===== src/rtl/lsq_pkg.sv =====
package lsq_pkg;

    localparam int SPD_W = 4;
    localparam logic [SPD_W-1:0] SPD_GEN1 = 4'd1;
    localparam logic [SPD_W-1:0] SPD_GEN2 = 4'd2;
    localparam logic [SPD_W-1:0] SPD_NONE = 4'd0;

    typedef enum logic [2:0] {
        ST_IDLE,
        ST_CAP,
        ST_WAIT_UP1,
        ST_RAISE,
        ST_WAIT_CHG,
        ST_WAIT_UP2,
        ST_DONE,
        ST_FAIL
    } seq_state_t;

    typedef enum logic [1:0] {
        PR_KEEP,
        PR_PASS,
        PR_EXPIRE
    } poll_res_t;

    typedef struct packed {
        logic [SPD_W-1:0] max_spd;
        logic             train_en;
        logic             done;
        logic             err;
        logic [SPD_W-1:0] gen;
    } seq_regs_t;

    // Outcome of one poll slot: pass if the awaited condition holds,
    // expire if this was the final permitted sample.
    function automatic poll_res_t judge_poll(input logic poll,
                                             input logic ok,
                                             input logic last);
        if (!poll) return PR_KEEP;
        if (ok)    return PR_PASS;
        if (last)  return PR_EXPIRE;
        return PR_KEEP;
    endfunction

    function automatic logic is_quiet(input seq_state_t s);
        return (s == ST_IDLE) || (s == ST_DONE) || (s == ST_FAIL);
    endfunction

    function automatic logic is_waiting(input seq_state_t s);
        return (s == ST_WAIT_UP1) || (s == ST_WAIT_CHG) || (s == ST_WAIT_UP2);
    endfunction

endpackage


===== src/rtl/lsq_poll_pacer.sv =====
module lsq_poll_pacer #(
    parameter int POLL_GAP   = 64,
    parameter int POLL_LIMIT = 200
) (
    input  logic clk,
    input  logic rst,
    input  logic restart_i,
    input  logic active_i,
    output logic poll_o,
    output logic last_o
);

    localparam int CW = (POLL_LIMIT > 1) ? $clog2(POLL_LIMIT) : 1;
    localparam logic [CW-1:0] C_LAST = CW'(POLL_LIMIT - 1);

    logic [CW-1:0] cnt_q;
    logic          slot;

    // Spacing between samples: a free-running divider, or none at all
    // when every cycle is a sample slot.
    generate
        if (POLL_GAP > 1) begin : g_timer
            localparam int TW = $clog2(POLL_GAP);
            localparam logic [TW-1:0] T_WRAP = TW'(POLL_GAP - 1);
            logic [TW-1:0] tmr_q;

            always_ff @(posedge clk) begin
                if (rst || restart_i) begin
                    tmr_q <= '0;
                end else if (active_i) begin
                    tmr_q <= (tmr_q == T_WRAP) ? '0 : tmr_q + 1'b1;
                end
            end
            assign slot = (tmr_q == '0);
        end else begin : g_every
            assign slot = 1'b1;
        end
    endgenerate

    assign poll_o = active_i && slot;
    assign last_o = (cnt_q == C_LAST);

    always_ff @(posedge clk) begin
        if (rst || restart_i) begin
            cnt_q <= '0;
        end else if (poll_o && !last_o) begin
            cnt_q <= cnt_q + 1'b1;
        end
    end

endmodule


===== src/rtl/lsq_req_bit.sv =====
module lsq_req_bit (
    input  logic clk,
    input  logic rst,
    input  logic set_i,
    input  logic hw_clr_i,
    input  logic abort_i,
    output logic req_o
);

    // Abort (new sequence) wins, then the set from the sequencer,
    // then the completion clear from the link hardware.
    always_ff @(posedge clk) begin
        if (rst || abort_i) begin
            req_o <= 1'b0;
        end else if (set_i) begin
            req_o <= 1'b1;
        end else if (hw_clr_i) begin
            req_o <= 1'b0;
        end
    end

endmodule


===== src/rtl/lsq_ctrl.sv =====
module lsq_ctrl
    import lsq_pkg::*;
#(
    parameter logic [SPD_W-1:0] RESET_SPEED = SPD_GEN2
) (
    input  logic      clk,
    input  logic      rst,
    input  logic      start_i,
    input  logic      force_gen1_i,
    input  logic      link_up_i,
    input  logic      req_i,
    input  logic      poll_i,
    input  logic      last_i,
    output logic      restart_o,
    output logic      active_o,
    output logic      req_set_o,
    output logic      abort_o,
    output seq_regs_t regs_o
);

    seq_state_t st_q, st_d;
    seq_regs_t  r_q, r_d;
    poll_res_t  pr;
    logic       cond;

    always_comb begin
        st_d      = st_q;
        r_d       = r_q;
        abort_o   = 1'b0;
        req_set_o = 1'b0;
        cond      = (st_q == ST_WAIT_CHG) ? !req_i : link_up_i;
        pr        = judge_poll(poll_i, cond, last_i);

        unique case (st_q)
            ST_IDLE, ST_DONE, ST_FAIL: begin
                if (start_i) begin
                    abort_o    = 1'b1;
                    st_d       = ST_CAP;
                    r_d.max_spd = SPD_GEN1;
                    r_d.train_en = 1'b0;
                    r_d.done   = 1'b0;
                    r_d.err    = 1'b0;
                    r_d.gen    = SPD_NONE;
                end
            end
            ST_CAP: begin
                st_d         = ST_WAIT_UP1;
                r_d.train_en = 1'b1;
            end
            ST_WAIT_UP1: begin
                if (pr == PR_PASS) begin
                    r_d.gen = SPD_GEN1;
                    if (force_gen1_i) begin
                        st_d     = ST_DONE;
                        r_d.done = 1'b1;
                    end else begin
                        st_d        = ST_RAISE;
                        r_d.max_spd = SPD_GEN2;
                    end
                end else if (pr == PR_EXPIRE) begin
                    st_d    = ST_FAIL;
                    r_d.err = 1'b1;
                end
            end
            ST_RAISE: begin
                st_d      = ST_WAIT_CHG;
                req_set_o = 1'b1;
            end
            ST_WAIT_CHG: begin
                if (pr == PR_PASS) begin
                    st_d = ST_WAIT_UP2;
                end else if (pr == PR_EXPIRE) begin
                    st_d    = ST_FAIL;
                    r_d.err = 1'b1;
                end
            end
            ST_WAIT_UP2: begin
                if (pr == PR_PASS) begin
                    st_d     = ST_DONE;
                    r_d.gen  = SPD_GEN2;
                    r_d.done = 1'b1;
                end else if (pr == PR_EXPIRE) begin
                    st_d    = ST_FAIL;
                    r_d.err = 1'b1;
                end
            end
            default: st_d = ST_IDLE;
        endcase
    end

    assign restart_o = (st_d != st_q);
    assign active_o  = is_waiting(st_q);
    assign regs_o    = r_q;

    always_ff @(posedge clk) begin
        if (rst) begin
            st_q         <= ST_IDLE;
            r_q.max_spd  <= RESET_SPEED;
            r_q.train_en <= 1'b0;
            r_q.done     <= 1'b0;
            r_q.err      <= 1'b0;
            r_q.gen      <= SPD_NONE;
        end else begin
            st_q <= st_d;
            r_q  <= r_d;
        end
    end

endmodule


===== src/rtl/speed_bringup_seq.sv =====
module speed_bringup_seq
    import lsq_pkg::*;
#(
    parameter int               POLL_GAP    = 64,
    parameter int               POLL_LIMIT  = 200,
    parameter logic [SPD_W-1:0] RESET_SPEED = SPD_GEN2
) (
    input  logic             clk,
    input  logic             rst,
    input  logic             start_i,
    input  logic             force_gen1_i,
    input  logic             link_up_i,
    input  logic             spdchg_clr_i,
    output logic [SPD_W-1:0] max_speed_o,
    output logic             train_en_o,
    output logic             spdchg_req_o,
    output logic [SPD_W-1:0] cur_gen_o,
    output logic             done_o,
    output logic             error_o
);

    logic      poll, last, restart, active, req_set, abort;
    seq_regs_t regs;

    lsq_ctrl #(
        .RESET_SPEED(RESET_SPEED)
    ) u_ctrl (
        .clk         (clk),
        .rst         (rst),
        .start_i     (start_i),
        .force_gen1_i(force_gen1_i),
        .link_up_i   (link_up_i),
        .req_i       (spdchg_req_o),
        .poll_i      (poll),
        .last_i      (last),
        .restart_o   (restart),
        .active_o    (active),
        .req_set_o   (req_set),
        .abort_o     (abort),
        .regs_o      (regs)
    );

    lsq_poll_pacer #(
        .POLL_GAP  (POLL_GAP),
        .POLL_LIMIT(POLL_LIMIT)
    ) u_pacer (
        .clk      (clk),
        .rst      (rst),
        .restart_i(restart),
        .active_i (active),
        .poll_o   (poll),
        .last_o   (last)
    );

    lsq_req_bit u_req (
        .clk     (clk),
        .rst     (rst),
        .set_i   (req_set),
        .hw_clr_i(spdchg_clr_i),
        .abort_i (abort),
        .req_o   (spdchg_req_o)
    );

    assign max_speed_o = regs.max_spd;
    assign train_en_o  = regs.train_en;
    assign cur_gen_o   = regs.gen;
    assign done_o      = regs.done;
    assign error_o     = regs.err;

endmodule


===== config.mk =====
export PLATFORM = sky130hd
export DESIGN_NAME = speed_bringup_seq
export DESIGN_NICKNAME = d
export VERILOG_FILES = /design/src/rtl/lsq_pkg.sv /design/src/rtl/lsq_poll_pacer.sv /design/src/rtl/lsq_req_bit.sv /design/src/rtl/lsq_ctrl.sv /design/src/rtl/speed_bringup_seq.sv
export SDC_FILE = /design/constraint.sdc
export NUM_CORES = 1
export LEC_CHECK = 0
export BUFFER_PORTS_ARGS = -buffer_cell sky130_fd_sc_hd__clkbuf_2
export CAP_MARGIN = 20
export CORE_ASPECT_RATIO = 0.6
export CORE_MARGIN = 2
export CORE_UTILIZATION = 40
export DETAILED_ROUTE_END_ITERATION = 6
export SLEW_MARGIN = 0
export SYNTH_ARGS = -nofsm -noshare
export SYNTH_HDL_FRONTEND = slang
export SYNTH_HIERARCHICAL = 1
export SYNTH_SLANG_ARGS = --single-unit

===== constraint.sdc =====
create_clock -name clk -period 3.03 [get_ports clk]
set_clock_uncertainty 0.2 [all_clocks]
set_input_delay 0.606 -clock clk [delete_from_list [all_inputs] [get_ports clk]]
set_output_delay 0.606 -clock clk [all_outputs]
set_load 0.005 [all_outputs]

# Yosys cells after proc, flatten, opt, wreduce, memory -nomap -nowiden
# Index checks and enable logic that the tools add are counted.
# classes
n_mux,40
n_reduce_logical,22
n_addsub,2
n_eq_ne,19
# op_table
operator,count
3-bit two-way mux,6
3-bit one-hot mux with 6 select lines,1
1-bit two-way mux,16
4-bit two-way mux,4
"3-bit == test, second input constant",4
2-bit two-way mux,6
4-bit one-hot mux with 3 select lines,1
4-bit AND reduction,3
11-bit two-way mux,1
"8-bit by 1-bit adder with 8-bit output, second input constant",1
"8-bit == test, second input constant",1
"2-bit != test, second input constant",4
4-bit one-hot mux with 2 select lines,1
2-bit nonzero test,4
"6-bit by 1-bit adder with 6-bit output, second input constant",1
"3-bit by 2-bit == test with 1-bit output, second input constant",2
"6-bit == test, second input constant",1
6-bit zero test,1
6-bit two-way mux,1
"2-bit by 1-bit != test with 1-bit output, second input constant",3
3-bit OR reduction,2
5-bit AND reduction,1
1-bit logical OR,4
1-bit one-hot mux with 2 select lines,2
10 further kinds,12
# totals
wordCells,92
ff_bits,29
input_bits,6

# Depth between registers and ports, before layout
# Gate-level depths: netlist (run 1).
# depth
word_depth,16
mapped_depth,14
mapped_depth_nobuf,13

# Hierarchy
# The synthesis (run 1) kept the hierarchy.
# modules_own_cells
mod,cells_each,area_per_inst_um2,n_inst
lsq_ctrl,101,777.0,1
lsq_poll_pacer,80,720.7,1
lsq_req_bit,4,45.0,1

# Least setup slack after synthesis (run 1)
# No wires, ideal clock.
# synth_path
path_type,register to register
start,register u_ctrl.st_q[0]
end,register u_pacer.cnt_q[2]
stages_incl_launch_ff,15
period_less_slack_ns,2.940
setup_ns,0.078
arrival_ns,2.662
path_slack_ns,0.090
path_cell_list,dfxtp_1 -> buf_2 -> nor2_2 -> nand2_1 -> nand2_1 -> nor4b_4 -> nand2_2 -> inv_1 -> nand3_1 -> o21a_1 -> o311ai_1 -> o211ai_1 -> or2_2 -> buf_6 -> nor3_1
# synth_via
word_cells_on_any_way,31
# synth_lines
element,line_no,rtl
start: declaration,lsq_ctrl.sv:21,"seq_state_t st_q, st_d;"
start signal: assignment,lsq_ctrl.sv:104,st_q <= st_d;
3-bit by 2-bit == test with 1-bit output / 3-bit == test (equally long branches),lsq_pkg.sv:49,return (s == ST_WAIT_UP1) || (s == ST_WAIT_CHG) || (s == ST_WAIT_UP2);
1-bit logical OR,lsq_pkg.sv:49,
1-bit logical OR *,lsq_pkg.sv:49,
net active,speed_bringup_seq.sv:22,"logic poll, last, restart, active, req_set, abort;"
1-bit logical AND *,lsq_poll_pacer.sv:40,assign poll_o = active_i && slot;
net poll,speed_bringup_seq.sv:22,
2-bit two-way mux *,lsq_pkg.sv:39,if (ok) return PR_PASS;
2-bit == test,"lsq_ctrl.sv:60, lsq_ctrl.sv:72, lsq_ctrl.sv:82",
3-bit two-way mux,"lsq_ctrl.sv:60, lsq_ctrl.sv:72, lsq_ctrl.sv:82",
3-bit two-way mux (on tied branches),"lsq_ctrl.sv:78, lsq_ctrl.sv:51, lsq_ctrl.sv:70",
3-bit one-hot mux with 6 select lines *,lsq_ctrl.sv:34,unique case (st_q)
3-bit != test *,lsq_ctrl.sv:91,assign restart_o = (st_d != st_q);
net restart,speed_bringup_seq.sv:22,
1-bit logical OR *,lsq_poll_pacer.sv:44,if (rst || restart_i) begin
end signal: assignment,lsq_poll_pacer.sv:47,cnt_q <= cnt_q + 1'b1;
end: declaration,lsq_poll_pacer.sv:16,logic [CW-1:0] cnt_q;
# The timed path passes the listed nets; every way through them passes the cells marked *. The select of a mux whose other input is x is not followed.
# A chain may end at the register's enable or synchronous reset.

# Worst setup path after layout (run 1)
# layout_path
start,register u_ctrl.st_q[2]
end,register u_pacer.cnt_q[2]
# Same word-level chain as after synthesis.

==> results of run 1 <==
==> logic make-up (layout without fill, tap and decap cells) <==
| family | Yosys count | after routing |
|---|---|---|
| AOI/OAI and AO/OA | 47 | 47 |
| xor gates and xnor gates | 7 | 7 |
| adders and majority gates | 3 | 3 |
| buffers and inverters | 23 | 36 |
| DFF | 25 | 25 |
| muxes | 3 | 3 |
| other | 1 | 4 |
| and+or+nand+nor | 76 | 76 |
==> critical path, cell delays in order, from the launching register on <==
cell      delay, ps
dfxtp_1         370
nor2_4          160
nand2_1          70
nand2_1         100
nor4b_4         250
nand2_2         130
inv_4           110
nand3_1         140
o21a_1          220
o311ai_1        230
o211ai_1        190
or2_4           330
nor3_1          190
==> power breakdown <==
| part | total, mW | switching [mW] | leakage, nW | internal, mW |
|---|---|---|---|---|
| sequential | 0.349 | 0.00874 | 0.203 | 0.340 |
| combinational | 0.155 | 0.0919 | 0.435 | 0.0626 |
| clock | 0.209 | 0.116 | 0.0217 | 0.0935 |
| total | 0.713 | 0.216 | 0.659 | 0.496 |
==> area by class of cell <==
type | count | share of cell area
Multi-Input combinational cell | 140 | 0.5427
Sequential cell | 25 | 0.2918
Timing Repair Buffer | 23 | 0.08169
Tap cell | 47 | 0.03428
Clock buffer | 3 | 0.02407
Inverter | 9 | 0.02115
Clock inverter | 1 | 0.004376
==> state kept, by name, summed over array words and instances, names as in the netlist <==
| register | flops |
|---|---|
| u_ctrl/regs_o | 7 |
| u_ctrl/st_q | 3 |
| u_pacer/cnt_q | 8 |
| u_pacer/g_timer.tmr_q | 6 |
| u_req/req_o | 1 |
==> placed cells by master (no fill, tap or decap), types with 4 or more instances in the layout <==
master / n
nand2b_1: 5
or3_1: 4
nand2_1: 12
o21ai_0: 7
xor2_1: 6
buf_4: 10
nand4_1: 7
dfxtp_1: 25
nor2_1: 15
inv_1: 8
conb_1: 4
a21oi_1: 14
clkbuf_2: 13
==> layer usage <==
metal | vias up | part of all wire | GRT usage
met3 | 8 | 0.078 | 0.05397
li1 | 691 | - | -
met1 | 644 | 0.49 | 0.2558
met4 | 0 | 0.012 | 0.05108
met5 | - | 0 | 0
met2 | 70 | 0.42 | 0.2698
==> timing repair <==
| item | CTS | global route |
|---|---|---|
| hold buffers | 0 | 0 |
| buffers inserted | 0 | 1 |
| endpoints found under the hold margin | 0 | 0 |
| setup endpoints to repair | 0 | 14 |
| gates resized for setup | 0 | 6 |
==> worst min-delay path by stage <==
stage | to | slack (ps) | start | cells past startpoint
after floorplan | u_ctrl/regs_o[4] | 250 | u_ctrl/regs_o[4] | 2
after global placement | u_ctrl/regs_o[4] | 250 | u_ctrl/regs_o[4] | 2
after detailed placement | u_ctrl/regs_o[4] | 260 | u_ctrl/regs_o[4] | 2
after CTS | u_ctrl/regs_o[4] | 280 | u_ctrl/regs_o[4] | 2
after global routing | u_ctrl/regs_o[4] | 310 | u_ctrl/regs_o[4] | 2
final | u_ctrl/regs_o[7] | 280 | u_ctrl/regs_o[7] | 2
==> summary.md, run 1 <==
| Metric | Value |
|---|---|
| Top-count cell post-synth | dfxtp_1 |
| Share of synthesized area spent on multiplexers | 0.01946 |
| Detailed placement HPWL | 2.744 mm |
| Post-Synth Simple-Gate Area | 0.2928 |
| Placed Cells incl. Taps | 243 |
| Min Hold Slack | 282.1 ps |
| Final Non-Filler Cells | 248 |
| Yosys cell types | 55 |
| Worst-skew pair later-pin latency | 280 ps |
| Async SR Flop Fraction | 0 |
| Initial antenna violation count | 0 |
| Clock Path Buffers | 2 |
| Pre-CTS setup slack | 123.5 ps |
| R2R cell count | 12 |
| Worst setup EP type | flip-flop |
| Post-route cell area | 1715 um2 |
| DRC | 0 |
| Yosys top cell area share | 0.3244 |
| Cells after Synth | 185 |
| Fillcell total | 358 |
| First-pass GRT wire length | 6.216 mm |
| Ranking of synthesized cells by area | dfxtp_1, a21oi_1, nor2_1 |
| Row cnt | 17 |
| GP Congestion | 0.8883 |
| Mapped Area | 1543 um2 |
| Area after DPL | 1647 um2 |
| Worst R2R End | u_pacer/cnt_q[2] |
| Layout area overhead | 11.19% |
| CTS tree | yes |
| Pin count of the biggest net entering global routing | 19 |
| Sequential cell area fraction in the yosys report | 0.3244 |
| Critical Path Fanout Max | 10 |
| Pwr Density | 415.4 nW/um2 |
| Synth Area in Compound Gates | 0.2109 |
| Max VDD drop | 0.2134 mV |
| Count of final setup violators | 0 |
| Post-synthesis adder-cell area fraction | 0.02433 |
| Core area | 3680 um2 |
| Port Buf Inserts | 13 |
| CP arrival | 2770 ps |
| Die width | 84.18 um |
| Clock root buffer master | clkbuf_8 |
| Primary FF master, synth | dfxtp_1 |
| ANT cells | 0 |
| Ys Warns | 6 |
| CP required | 3030 ps |
| CTS H-tree lvls | 1 |
| Mean Syn Cell Area | 8.339 um2 |
| Register area | 500.5 um2 |
| 1st-iter DRT viols | 248 |
| Number of CTS-inserted buffers | 3 |
| Layout cells sized above 1 | 0.2239 |
| Starting density of the core | 0.4192 |
| Startpoint Class | flip-flop |
| Leakage power | 0.6593 nW |
| Fin crit share | 0.9121 |
| Worst setup path startpoint | u_ctrl/st_q[2] |
| Router iterations before antenna repair | 4 |
| Largest family of logic cells by synthesized area | simple AND/OR/NAND/NOR gates |
| Vias per inst | 5.698 |
| Fmax | 361.8 MHz |
| Ports | 18 |
| XOR/XNOR share of the synthesized area | 0.03974 |
| Total negative setup slack | 0 ps |
| Reg2reg start | u_ctrl/st_q[2] |
| Tmin final | 2764 ps |
| Cell taking the most area after synthesis | dfxtp_1 |
| Vias in the first global route | 1296 |
| Reg-to-reg slack, setup | 270 ps |
| Number of synthesized flops with an enable pin | 0 |
| Clk slew on worst S/H paths | 90 ps |
| Unrepaired setup endpoints after global routing | false |
| Gr usage total | 0.1818 |
| Status | completed |
| Full die area | 4386 um2 |
| Total clock sinks | 25 |
| Routed WL per cell | 14.60 um |
| GRT overflow | 0 |
| Fin nets | 211 |
| Max-cap violation count | 0 |
| WS Path Type | flip-flop to flip-flop |
| DR vias | 1413 |
| Slew Limit Fails | 0 |
| CP endpoint | u_pacer/cnt_q[2] |
| Final Core Density | 0.4662 |
| Die Y | 52.11 um |
| Post-synth top cells | dfxtp_1, nor2_1, a21oi_1 |
| Count of final hold-check violations | 0 |
| Number of synthesized register bits | 25 |
| Final ANT Viol Nets | 0 |
| Hold Path Class | flip-flop to flip-flop |
| WL final | 3.622 mm |
| Area occupied by multi-input gates | 930.9 um2 |
| Final setup margin | 266.3 ps |
| Total power | 712.7 uW |
(Power assumes the default switching activity.)
==> run 2: changes to the inputs <==
--- a/config.mk
+++ b/config.mk
@@ -7,7 +7,7 @@
 export LEC_CHECK = 0
 export BUFFER_PORTS_ARGS = -buffer_cell sky130_fd_sc_hd__clkbuf_2
 export CAP_MARGIN = 20
-export CORE_ASPECT_RATIO = 0.6
+export CORE_ASPECT_RATIO = 0.75
 export CORE_MARGIN = 2
 export CORE_UTILIZATION = 40
 export DETAILED_ROUTE_END_ITERATION = 6
==> run 2 against run 1 <==
Combinational power is 3% lower. Flip-flop and latch count stayed put. Sequential share of layout area is 0.085 points lower.
==> summary.md, run 2 (synthesis results as in run 1) <==
| Metric | Value |
|---|---|
| Commonest cells after routing, fill and taps aside | dfxtp_1, nor2_1, a21oi_1 |
| Routed WL per cell | 13.03 um (-11%) |
| Fmax | 361.6 MHz (about the same) |
| Final Core Density | 0.4669 (+0.0007250) |
| Count of final setup violators | 0 (unchanged) |
| Max reg flops | 8 (unchanged) |
| GRT overflow | 0 (unchanged) |
| Full die area | 4375 um2 (-0.25%) |
| CTS tree | yes |
| Total negative setup slack | 0 ps (unchanged) |
| Slew Limit Fails | 0 (unchanged) |
| Min Hold Slack | 264.4 ps (-17.67 ps) |
| Status | completed |
| Clock root buffer master | clkbuf_8 |
| Reg-to-reg slack, setup | 260 ps (about the same) |
| Gr usage total | 0.1682 (-0.01366) |
| Met3 usage | 0.04348 (-0.01049) |
| Layout cells sized above 1 | 0.2228 (-0.001108) |
| Vias per inst | 5.402 (-5.2%) |
| WS Path Type | flip-flop to flip-flop |
| Initial antenna violation count | 0 (unchanged) |
| Pre-CTS setup slack | 177.8 ps (+54.31 ps) |
| Layout area overhead | 11.52% |
| Die width | 75.71 um (-10%) |
| Tmin final | 2765 ps (+1.511 ps) |
| Fillcell total | 367 (+2.5%) |
| Clock Path Buffers | 2 (unchanged) |
| Fin crit share | 0.9126 (about the same) |
| Placed Cells incl. Taps | 250 (+2.9%) |
| Starting density of the core | 0.4187 (-0.0005695) |
| DRC | 0 (unchanged) |
| Clk slew on worst S/H paths | 100 ps (about the same) |
| Max-cap violation count | 0 (unchanged) |
| WL final | 3.310 mm (-8.6%) |
| Hold Path Class | flip-flop to flip-flop |
| Final setup margin | 264.8 ps (-1.511 ps) |
| Pwr Density | 416.2 nW/um2 (+0.18%) |
| R2R cell count | 11 (-1) |
| Count of hold-fix buffers inserted at cts | 0 (unchanged) |
| Met2 Use GR | 0.2410 (-0.02885) |
| Commonest non-fill, non-tap cell in the layout | dfxtp_1 |
| Leakage power | 0.6677 nW (+1.3%) |
| Gr busiest metal | met1 |
| Row cnt | 19 (+2) |
| CP required | 3040 ps (about the same) |
| CTS H-tree lvls | 1 (unchanged) |
| ANT cells | 0 (unchanged) |
| Post-route cell area | 1720 um2 (+0.29%) |
| First-pass GRT wire length | 5.671 mm (-8.8%) |
| Critical Path Fanout Max | 10 (unchanged) |
| M1 GR Usage | 0.2626 (+0.006857) |
| Vias in the first global route | 1197 (-7.6%) |
| Ports | 18 (unchanged) |
| Biggest register | u_pacer/cnt_q |
| Reg2reg start | u_ctrl/st_q[2] |
| Detailed placement HPWL | 2.564 mm (-6.5%) |
| Final ANT Viol Nets | 0 (unchanged) |
| Core area | 3685 um2 (+0.14%) |
| DR vias | 1372 (-2.9%) |
| Area after DPL | 1668 um2 (+1.3%) |
| Worst R2R End | u_pacer/cnt_q[2] |
| Die Y | 57.79 um (+11%) |
| CP endpoint | u_pacer/cnt_q[2] |
| 1st-iter DRT viols | 112 (-55%) |
| Fin nets | 212 (+0.47%) |
| Pin count of the biggest net entering global routing | 18 (-1) |
| Worst setup EP type | flip-flop |
| Count of final hold-check violations | 0 (unchanged) |
| Total power | 716.0 uW (+0.47%) |
| GP Congestion | 0.8873 (-0.11%) |
| Startpoint Class | flip-flop |
| Worst-skew pair later-pin latency | 270 ps (about the same) |
| CP arrival | 2770 ps (about the same) |
| Number of CTS-inserted buffers | 3 (unchanged) |
| Max VDD drop | 0.2361 mV (+11%) |
| Router iterations before antenna repair | 4 (unchanged) |
| Port Buf Inserts | 13 (unchanged) |
| Final Non-Filler Cells | 254 (+2.4%) |
| Total clock sinks | 25 (unchanged) |
| Worst setup path startpoint | u_ctrl/st_q[2] |
-- run 2: routing by layer --
layer	vias to the layer above	wire (um)	share of wire
met5	-	0	0
met4	0	13	0.0039
met3	2	184	0.056
met2	35	1412	0.43
met1	642	1699	0.51
li1	693	-	-
-- run 2: how the worst min path moves through the flow --
stage,start,to,cells after the start
2_1_floorplan,u_ctrl/regs_o[4],u_ctrl/regs_o[4],2
4_1_cts,u_ctrl/regs_o[4],u_ctrl/regs_o[4],2
3_5_place_dp,u_ctrl/regs_o[4],u_ctrl/regs_o[4],2
6_report,u_ctrl/regs_o[4],u_ctrl/regs_o[4],2
3_3_place_gp,u_ctrl/regs_o[4],u_ctrl/regs_o[4],2
5_1_grt,u_ctrl/regs_o[4],u_ctrl/regs_o[4],2
-- run 2: final cells by class --
| class | count | area (um2) | area share |
|---|---|---|---|
| Multi-Input combinational cell | 140 | 923.4 | 0.5367 |
| Sequential cell | 25 | 500.5 | 0.2909 |
| Timing Repair Buffer | 24 | 147.6 | 0.08582 |
| Tap cell | 52 | 65.06 | 0.03782 |
| Clock buffer | 3 | 41.29 | 0.02400 |
| Inverter | 9 | 33.78 | 0.01964 |
| Clock inverter | 1 | 8.758 | 0.005091 |
-- run 2: timing repair --
action | in CTS | in global routing
buffers inserted | 0 | 0
setup endpoints to repair | 0 | 6
resized for setup | 0 | 3
-- run 2: where the power goes --
part | internal, mW | total, mW | switching [mW]
Sequential | 0.340 | 0.349 | 0.00833
Combinational | 0.0642 | 0.151 | 0.0867
Clock | 0.0966 | 0.217 | 0.120
-- run 2: critical path, cell delays in order (launching register included) --
cell,delay [ps]
dfxtp_1,400
nand2b_1,160
nand2_1,120
nor4b_4,280
nand2_2,120
inv_2,110
nand3_1,160
o21a_1,220
o311ai_1,230
o211ai_1,170
or2_4,330
nor3_1,180
